<file path="config.mk">
export PLATFORM = sky130hd
export DESIGN_NAME = adc_serial_if
export DESIGN_NICKNAME = d
export VERILOG_FILES = /design/src/rtl/adc_serial_if.sv
export SDC_FILE = /design/constraint.sdc
export NUM_CORES = 1
export LEC_CHECK = 0
export CAP_MARGIN = 15
export CELL_PAD_IN_SITES_DETAIL_PLACEMENT = 0
export CELL_PAD_IN_SITES_GLOBAL_PLACEMENT = 1
export CORE_MARGIN = 1.5
export CORE_UTILIZATION = 42
export CTS_BUF_LIST = sky130_fd_sc_hd__clkbuf_4 sky130_fd_sc_hd__clkbuf_8 sky130_fd_sc_hd__clkbuf_16
export DETAILED_ROUTE_END_ITERATION = 6
export PLACE_DENSITY_LB_ADDON = 0.1
export SYNTH_ARGS = -nofsm -noshare
export SYNTH_HDL_FRONTEND = slang
export SYNTH_SLANG_ARGS = --single-unit
</file>
<file path="constraint.sdc">
create_clock -name clk -period 2.59 [get_ports clk]
set_input_delay 0.259 -clock clk [delete_from_list [all_inputs] [get_ports clk]]
set_output_delay 0.259 -clock clk [all_outputs]
set_load 0.1 [all_outputs]
</file>
<file path="src/rtl/adc_serial_if.sv">
module adc_serial_if #(
  parameter int DATA_W   = 12,
  parameter int CONV_CYC = 40
) (
  input  logic              clk,
  input  logic              rst_n,
  input  logic              cs_n,
  input  logic              sclk,
  input  logic [DATA_W-1:0] ch0_data,
  input  logic [DATA_W-1:0] ch1_data,
  output logic              sdo,
  output logic              sdo_oe,
  output logic              sample_stb
);
  localparam int FRAME_W = DATA_W + 4;
  localparam int POS_W   = $clog2(FRAME_W + 2);
  localparam int CNT_W   = $clog2(CONV_CYC + 1);
  localparam logic [POS_W-1:0] POS_END = POS_W'(FRAME_W + 1);

  typedef enum logic [2:0] {S_IDLE, S_EXT, S_IWAIT, S_ICONV, S_IREAD} st_t;

  st_t               st;
  logic [2:0]        cs_sync, sck_sync;
  logic [POS_W-1:0]  pos, pos_nx;
  logic [CNT_W-1:0]  cnt;
  logic              cur_ch;
  logic [DATA_W-1:0] smp;
  logic [FRAME_W-1:0] frame;
  logic [FRAME_W+1:0] seq;

  always_ff @(posedge clk or negedge rst_n)
    if (!rst_n) begin
      cs_sync  <= 3'b111;
      sck_sync <= 3'b000;
    end else begin
      cs_sync  <= {cs_sync[1:0], cs_n};
      sck_sync <= {sck_sync[1:0], sclk};
    end

  wire cs_fall  =  cs_sync[2] & ~cs_sync[1];
  wire cs_rise  = ~cs_sync[2] &  cs_sync[1];
  wire sck_fall =  sck_sync[2] & ~sck_sync[1];

  assign frame  = {3'b111, cur_ch, smp};
  assign pos_nx = (pos == POS_END) ? pos : pos + 1'b1;

  always_comb begin
    seq = '0;
    for (int i = 1; i <= FRAME_W; i++) seq[i] = frame[FRAME_W-i];
  end

  always_ff @(posedge clk or negedge rst_n)
    if (!rst_n) begin
      st <= S_IDLE; sdo_oe <= 1'b0; sdo <= 1'b0; pos <= '0; cnt <= '0;
      cur_ch <= 1'b1; smp <= '0; sample_stb <= 1'b0;
    end else begin
      sample_stb <= 1'b0;
      if (cs_rise) begin
        st <= S_IDLE; sdo_oe <= 1'b0; sdo <= 1'b0;
      end else if (cs_fall) begin
        st     <= sck_sync[1] ? S_IWAIT : S_EXT;
        sdo_oe <= 1'b1; sdo <= 1'b0; pos <= '0;
        cur_ch <= ~cur_ch;
      end else begin
        case (st)
          S_EXT: if (sck_fall) begin
            pos <= pos_nx;
            sdo <= seq[pos_nx];
            if (pos_nx == POS_W'(2)) begin
              smp <= cur_ch ? ch1_data : ch0_data;
              sample_stb <= 1'b1;
            end
          end
          S_IWAIT: if (sck_fall) begin
            smp <= cur_ch ? ch1_data : ch0_data;
            sample_stb <= 1'b1;
            cnt <= CNT_W'(CONV_CYC - 1);
            st  <= S_ICONV;
          end
          S_ICONV:
            if (cnt == '0) begin
              st <= S_IREAD; pos <= POS_W'(1); sdo <= 1'b1;
            end else cnt <= cnt - 1'b1;
          S_IREAD: if (sck_fall) begin
            pos <= pos_nx;
            sdo <= seq[pos_nx];
          end
          default: ;
        endcase
      end
    end

  logic [CNT_W:0] since_smp;
  always_ff @(posedge clk or negedge rst_n)
    if (!rst_n) since_smp <= '0;
    else if (sample_stb) since_smp <= 1;
    else if (since_smp < (CNT_W+1)'(CONV_CYC)) since_smp <= since_smp + 1'b1;

  p_hiz_when_deselected_r9: assert property (@(posedge clk) disable iff (!rst_n)
    (cs_sync[2] && cs_sync[1]) |-> !sdo_oe);

  p_eoc_not_early_r5: assert property (@(posedge clk) disable iff (!rst_n)
    (st == S_IREAD && $past(st) == S_ICONV) |-> (since_smp >= (CNT_W+1)'(CONV_CYC)));

  p_dout_on_fall_r7: assert property (@(posedge clk) disable iff (!rst_n)
    (sdo_oe && $past(sdo_oe) && sdo != $past(sdo)) |-> ($past(sck_fall) || $past(st) == S_ICONV));

  p_sample_in_frame_r4: assert property (@(posedge clk) disable iff (!rst_n)
    sample_stb |-> sdo_oe);

  p_ext_second_fall_r4: assert property (@(posedge clk) disable iff (!rst_n)
    (sample_stb && $past(st) == S_EXT) |-> (pos == POS_W'(2)));
endmodule

</file>
; Yosys cells after proc, flatten, opt, wreduce, memory -nomap -nowiden
; Index checks and enable logic that the tools add are counted.
[op_classes]
n_lt_le_gt_ge = 1
n_addsub = 2
multipliers = 0
n_div = 0
shifts = 0
eq_ne = 15
mux = 34
bitwise_logic = 9
n_reduce_logical = 14
[op_table]
columns = cell, n
row1 = $mux W12, 4
row2 = $pmux W12 S2, 1
row3 = $mux W5, 4
row4 = $mux W1, 12
row5 = $mux W3, 4
row6 = $mux W6, 2
row7 = $pmux W6 S2, 1
row8 = $pmux W5 S2, 1
row9 = $ne A2 B2 Y1 const B, 4
row10 = $ne A4 B4 Y1 const B, 2
row11 = $reduce_bool A4 Y1, 2
row12 = $eq A3 B2 Y1 const B, 2
row13 = $logic_not A6 Y1, 1
row14 = $lt A5 B6 Y1 const B, 1
row15 = $not A1 Y1, 6
row16 = $pmux W3 S2, 1
row17 = $reduce_and A3 Y1, 2
row18 = $reduce_and A6 Y1, 1
row19 = $reduce_bool A2 Y1, 3
row20 = $sub A6 B1 Y6 const B, 1
row21 = $add A5 B1 Y5 const B, 1
row22 = $bmux W1 S5, 1
row23 = $eq A5 B2 Y1 const B, 1
row24 = $eq A5 B5 Y1 const B, 1
row25 = 13 further kinds, 16
[totals]
ramBits = 0
output_inout_bits = 3
mem_count = 0
wordCells = 85
romBits = 0
ff_bits = 36
latch_bits = 0

; Depth between registers and ports, before layout
; Gate-level depths: netlist of run 1.
[depth]
depth_word = 8
ltp_mapped = 9

; Worst setup path after synthesis of run 1
; OpenSTA, ideal clock, no wires.
[synth_timing]
kind = flip-flop to flip-flop
startpoint = register pos[1]
endpoint = register smp[0]
path_slack_ns = 0.214
stages_incl_launch_ff = 9
arrival_ns = 2.251
n_path_buf = 1
setup_time_ns = 0.125
path_cell_list = dfrtp_1 inv_1 ha_1 nand4bb_4 mux2_4 o41ai_2 nand4b_2 buf_6 mux2_4
[synth_between]
elab_chain_len = 5
word_cells_on_any_way = 6
[synth_lines]
columns = item, line_no
row1 = from (decl), 24  ; logic [POS_W-1:0] pos, pos_nx;
row2 = from (signal assigned), 67  ; pos <= pos_nx;
row3 = from (signal assigned), 85  ; pos <= pos_nx;
row4 = $add A5 B1 Y5 / $eq A5 B5 Y1 (equally long branches), 45  ; assign pos_nx = (pos == POS_END) ? pos : pos + 1'b1;
row5 = $mux W5 (*), 45
row6 = $eq A5 B2 Y1 (*), 69  ; if (pos_nx == POS_W'(2)) begin
row7 = $ne A2 B2 Y1 (no line) (*), -
row8 = $reduce_and A6 Y1 (no line) (*), -
row9 = to (signal assigned), 70  ; smp <= cur_ch ? ch1_data : ch0_data;
row10 = to (signal assigned), 75  ; smp <= cur_ch ? ch1_data : ch0_data;
row11 = to (decl), 27  ; logic [DATA_W-1:0] smp;
; Every way passes the cells marked *; elsewhere a longest branch is shown, timed or not.
; A chain may end at the register's enable or synchronous reset.

; Worst setup path after layout of run 1
[layout_timing]
startpoint = register pos[1]
endpoint = register smp[3]
; The elaborated chain is that of the path after synthesis.

==> impl_metrics.ini, run 1 <==
[clocking]
clock-root-buffer = clkbuf_8
cts_buffer_depth = 2
post_cts_resized = 0
cts_buffers = 5
cts_setup_buffers = 0
cts.htree.levels = 2
cts_tree = built
cts_sinks = 36
hold_buffers = 0
clk_pin_slew_ps = 80
clk_latency_ps = 290

[floorplan]
die-width_um = 74.90
rows = 25
initial_core_util = 0.4477
io-pin-count = 31
die_area_um2 = 5609
die_height_um = 74.90
core_area_um2 = 4848

[timing]
hold_violations = 0
period_share = 0.9630
setup_viol = 0
final_max_slew_viol_count = 0
skew_ps = 11.44
hold_ws_ps = 361.4
fin_crit_ps = 2494
fmax_ghz = 0.4009
relSlewSlack = 0.7018
tightestPinTransition_ps = 447.3

[placement]
place_congestion = 0.8718
port_buffers = 30
dp_cells = 303
hpwl_mm = 3.183

[worst_setup_path]
reg2reg_to = smp[3]
required_ps = 2760
endpoint_kind = register
r2r-start = pos[1]
slowest_stage = dfrtp_2
max_stage_delay_ps = 470
rr_worst_depth = 8
cp_top_family = multiplexers
crit_path_frequent_cell = mux2_4
crit_cells = 8
path_class = reg2reg
cp-startpoint = pos[1]
cp-endpoint = smp[3]
crit_buf_inv = 2
startpoint_type = register
r2r_setup_slack_ps = 100
cp_max_fo = 13
path_cells = inv_1, ha_2, nand4bb_4, mux2_4, o41ai_2, nand4b_2, buf_4, mux2_4
cp.arrival_ps = 2670

[logic_synthesis]
ys_types = 43
syn_area_um2 = 2171
synth-async-reset-ratio = 1.000
avgSynthCellArea_um2 = 10.44
yosys_warnings = 0
synth_ff_type = dfrtp_1
postSynthCellCount = 208
synth-edff-count = 0
synth_seq_cells = 36
syn-num-nets = 242
ys_seq_area_frac = 0.4173

[global_routing]
grt_use_total = 0.1751
antenna_found_initial = 0
grt_pass1_wl_mm = 7.355
grt_overflow = 0
grt_pass1_vias = 1564
grt_start_max_net_pins = 37

[finish]
layout-drive-gt1-share = 0.2213
nets = 277
final_cell_mix = dfrtp_1 (31), clkdlybuf4s50_1 (27), nand2_1 (18), nor2_1 (16), mux2_2 (15)
area_delta_synth_final_pct = 24.67
fin_cells = 311
n_antenna_cell = 0
mostFrequentLayoutCell = dfrtp_1

[drt]
vias = 1654
wl_per_cell_um = 14.23
vias_per_cell = 5.318
ant_nets = 0
drc = 0
drt-initial-drc-count = 100
routed_wl_mm = 4.424
firstDrtPassIters = 4

[pwr]
power_density_nw_per_um2 = 1050
leakagePower_nw = 1.152
ir_worst_vdd_uv = 463.1

[flow_run]
cap_violations = 0

[outcome]
status = finished clean

[worst_hold_path]
hold_path.class = reg2reg
worstHoldPathCells = 0
synthesized netlist by cell type, drive strengths merged, types with 3 or more instances:
cell,count,share of area
nand2b,4,0.012
nand3,8,0.018
xnor2,7,0.028
ha,6,0.035
nand2,18,0.031
nor2,16,0.028
dfrtp,32,0.37
nor3,4,0.0092
a31oi,4,0.012
inv,9,0.016
mux2i,4,0.018
clkbuf,4,0.0069
o21ai,14,0.032
nor2b,5,0.014
o31ai,4,0.014
mux2,25,0.15
dfstp,4,0.048
buf,3,0.012
a21oi,10,0.023
layout make-up:
| cell class | instances | area, µm² |
|---|---|---|
| Tap cell | 67 | 83.83 |
| Clock inverter | 3 | 90.09 |
| Inverter | 9 | 33.78 |
| Clock buffer | 5 | 68.82 |
| Sequential cell | 36 | 907.1 |
| Fill cell | 452 | 2142 |
| Timing Repair Buffer | 35 | 330.3 |
| Multi-Input combinational cell | 156 | 1192 |
where the power goes:
part | internal (mW) | switching [mW]
sequential | 0.773 | 0.237
clock | 0.482 | 0.215
combinational | 0.604 | 0.529
through the flow:
step | instance area [µm²] | TNS, ps | utilization | power [mW] | setup WS (ps)
after floorplan | 2171 | 0 | - | 1.871 | 214.3
after global routing | 2706 | -6.077 | 0.5582 | 3.030 | -5.418
after global placement | 2544 | 0 | 0.5246 | 2.111 | 145.4
after CTS | 2703 | 0 | 0.5574 | 2.855 | 55.18
final | 2706 | 0 | 0.5582 | 2.841 | 95.70
after detailed placement | 2544 | 0 | 0.5246 | 2.140 | 88.10
routing by layer:
metal	track usage	routed length, µm	part of all wire	up-vias
li1	-	-	-	814
met1	0.2379	2107	0.48	789
met2	0.2665	2035	0.46	46
met3	0.05087	220	0.050	5
met4	0.06465	60	0.014	0
met5	0	0	0	-
worst reg2reg max path: cells and delay by family, from the launching register on:
| family | cells | cell delay (ps) |
|---|---|---|
| buf+inv | 2 | 360 |
| mux | 2 | 660 |
| compound gates | 1 | 340 |
| fa+ha+maj | 1 | 240 |
| flops | 1 | 470 |
| simple gates | 2 | 290 |
cell families (layout without fill, tap and decap cells):
| family | after synthesis | in the layout | share of synthesized area |
|---|---|---|---|
| multiplexers | 31 | 31 | 0.1862 |
| flip-flops | 36 | 36 | 0.4173 |
| adder cells (fa/ha/maj) | 6 | 6 | 0.03458 |
| XOR/XNOR | 9 | 9 | 0.03631 |
| buffers and inverters | 16 | 52 | 0.03458 |
| AO/OA/AOI/OAI | 40 | 40 | 0.1141 |
| AND/OR/NAND/NOR | 70 | 70 | 0.1769 |
worst min-delay path by stage:
stage	startpoint	slack, ps	endpoint
2_1_floorplan	rst_n	-40	cnt[0]
3_3_place_gp	sck_sync[0]	330	sck_sync[1]
3_5_place_dp	sck_sync[0]	340	sck_sync[1]
4_1_cts	cs_n	350	cs_sync[0]
5_1_grt	cs_n	350	cs_sync[0]
6_report	sck_sync[0]	360	sck_sync[1]
sequential cells by signal, indices dropped and copies added, names as in the netlist:
signal      cells
cnt             6
sdo             1
st              3
sdo_oe          1
cur_ch          1
smp            12
sample_stb      1
cs_sync         3
sck_sync        3
pos             5
Note: power is estimated with default switching activity, not from simulation.
==> run 2: changes to the inputs <==
--- a/config.mk
+++ b/config.mk
@@ -9,9 +9,10 @@
 export CELL_PAD_IN_SITES_DETAIL_PLACEMENT = 0
 export CELL_PAD_IN_SITES_GLOBAL_PLACEMENT = 1
 export CORE_MARGIN = 1.5
-export CORE_UTILIZATION = 42
+export CORE_UTILIZATION = 49
 export CTS_BUF_LIST = sky130_fd_sc_hd__clkbuf_4 sky130_fd_sc_hd__clkbuf_8 sky130_fd_sc_hd__clkbuf_16
 export DETAILED_ROUTE_END_ITERATION = 6
+export DONT_BUFFER_PORTS = 1
 export PLACE_DENSITY_LB_ADDON = 0.1
 export SYNTH_ARGS = -nofsm -noshare
 export SYNTH_HDL_FRONTEND = slang
==> run 2 against run 1 <==
Flip-flop and latch count is the same. Critical endpoint is now smp[5]. Sequential share of layout area increased by 4.2 points. Largest power group is now registers. Worst setup slack better by 46 ps. Combinational power shrank 9%. Global-route usage is 2.3 points higher. Hold slack lost 110 ps. First-iteration DRC count down 25%. Final cell count shrank 13%.
==> impl_metrics.ini, run 2 (synthesis results as in run 1) <==
[outcome]
status = finished clean

[global_routing]
grt_pass1_wl_mm = 7.514
grt_use_total = 0.1981
grt_use_met2 = 0.3024
antenna_found_initial = 0
grt_use_met3 = 0.05233
grt.met1_usage = 0.2773
grt_start_max_net_pins = 37
grt_overflow = 0
grt_pass1_vias = 1551
busiest_layer = met2

[timing]
tns_ps = 0
fin_crit_ps = 2449
tightestPinTransition_ps = 907.6
hold_violations = 0
rsz0062_at_grt = no
fmax_ghz = 0.4084
relSlewSlack = 0.3950
period_share = 0.9454
skew_ps = 9.480
final_max_slew_viol_count = 0
setup_slack_ps = 141.4
setup_viol = 0

[floorplan]
io-pin-count = 31
rows = 24
core_area_um2 = 4294
initial_core_util = 0.5055
die_height_um = 69.56
die_area_um2 = 4839
die-width_um = 69.56

[drt]
wl_per_cell_um = 16.25
firstDrtPassIters = 4
routed_wl_mm = 4.404
drt-initial-drc-count = 75
vias_per_cell = 5.926
vias = 1606
drc = 0
ant_nets = 0

[finish]
n_antenna_cell = 0
num-fill-cells = 368
nets = 252
mostFrequentLayoutCell = dfrtp_1
multiInputGateArea_um2 = 1190
top_register = smp
reg_top3 = smp (12), cnt (6), pos (5)
largest_reg_flops = 12
final_cell_mix = dfrtp_1 (32), nand2_1 (18), nor2_1 (16), mux2_2 (15), o21ai_0 (14)
layout-drive-gt1-share = 0.2329
regArea_um2 = 905.9
area_delta_synth_final_pct = 10.61

[clocking]
clk_pin_slew_ps = 80
post_cts_resized = 0
cts_sinks = 36
cts.htree.levels = 2
cts_buffer_depth = 2
cts_buffers = 5
clk_latency_ps = 290
clock-root-buffer = clkbuf_8
cts_setup_buffers = 0
cts_tree = built

[worst_setup_path]
crit_cells = 8
path_class = reg2reg
endpoint_kind = register
crit_buf_inv = 2
rr_worst_depth = 8
path_cells = inv_1, ha_1, nand4bb_4, mux2_4, o41ai_2, nand4b_2, buf_4, mux2_4
cp.arrival_ps = 2620
crit_path_frequent_cell = mux2_4
cp_max_fo = 13
slowest_stage = dfrtp_1
required_ps = 2760
max_stage_delay_ps = 420
cp_top_family = multiplexers
startpoint_type = register

[pwr]
pwr-share-seq = 0.416
sw_frac_of_total = 0.3754
power_frac_comb = 0.395
power_density_nw_per_um2 = 1086
ir_worst_vdd_uv = 694.1
p_sw_mw = 0.9786
power.internal_mw = 1.629
leakagePower_nw = 1.036
p_clk_frac = 0.190

[placement]
port_buffers = 0
place_congestion = 0.8833
dpl_worst_slack_ps = 155.6
hpwl_mm = 3.152

[worst_hold_path]
worstHoldPathCells = 2
hold_path.class = in2reg

[flow_run]
cap_violations = 0
run 2: cell types whose count changed in the layout (fill, tap and decap cells not counted), sizes merged:
cell / change
buf: -1
bufinv: -2
clkinv: +1
clkinvlp: +1
dlygate4sd3: +3
clkdlybuf4s50: -27
run 2: power by group through the flow:
stage / logic (mW) / clock network (mW) / registers, mW
finish: 1.03 / 0.494 / 1.08
global route: 1.14 / 0.533 / 1.12
CTS: 1.03 / 0.516 / 1.08
detailed placement: 1.00 / 0 / 1.09
global placement: 0.985 / 0 / 1.08
floorplan: 0.891 / 0 / 0.981
run 2: metal layers:
metal / up-vias / wire (µm)
met3: 7 / 203
li1: 773 / -
met2: 43 / 2020
met4: 0 / 48
met5: - / 0
met1: 783 / 2132
run 2: area by class of cell:
class                   instances  area share
clock buffers                   5     0.02866
clock inverters                 3     0.01772
inverters                       9     0.01407
multi-input cells             156      0.4956
flip-flops and latches         36      0.3773
well taps                      52     0.02710
repair buffers                 10     0.03960
run 2: through the flow:
stage	hold WS (ps)	power [mW]	instance area, µm²	util	cells
after floorplan	-36.59	1.871	2171	-	208
after global placement	-35.65	2.062	2240	0.5216	259
after detailed placement	-35.47	2.098	2240	0.5216	259
after CTS	235.6	2.629	2401	0.5591	271
after global routing	239.1	2.797	2401	0.5591	271
final	249.0	2.607	2401	0.5591	271
run 2: worst paths after layout:
| kind | start | to | slack (ps) |
|---|---|---|---|
| worst max-delay path | pos[1] | smp[5] | 140 |
| worst max register to register | pos[1] | smp[5] | 140 |
| min in group asynchronous | rst_n | pos[2] | 410 |
| worst min-delay path | ch0_data[4] | smp[4] | 250 |
| worst min register to register | sck_sync[0] | sck_sync[1] | 350 |
| max in group asynchronous | rst_n | cs_sync[2] | 1910 |
run 2: repair_timing:
| item | in CTS | in global routing |
|---|---|---|
| hold endpoints to repair | 38 | 0 |
| hold buffers | 4 | 0 |
| setup endpoints to repair | 0 | 0 |
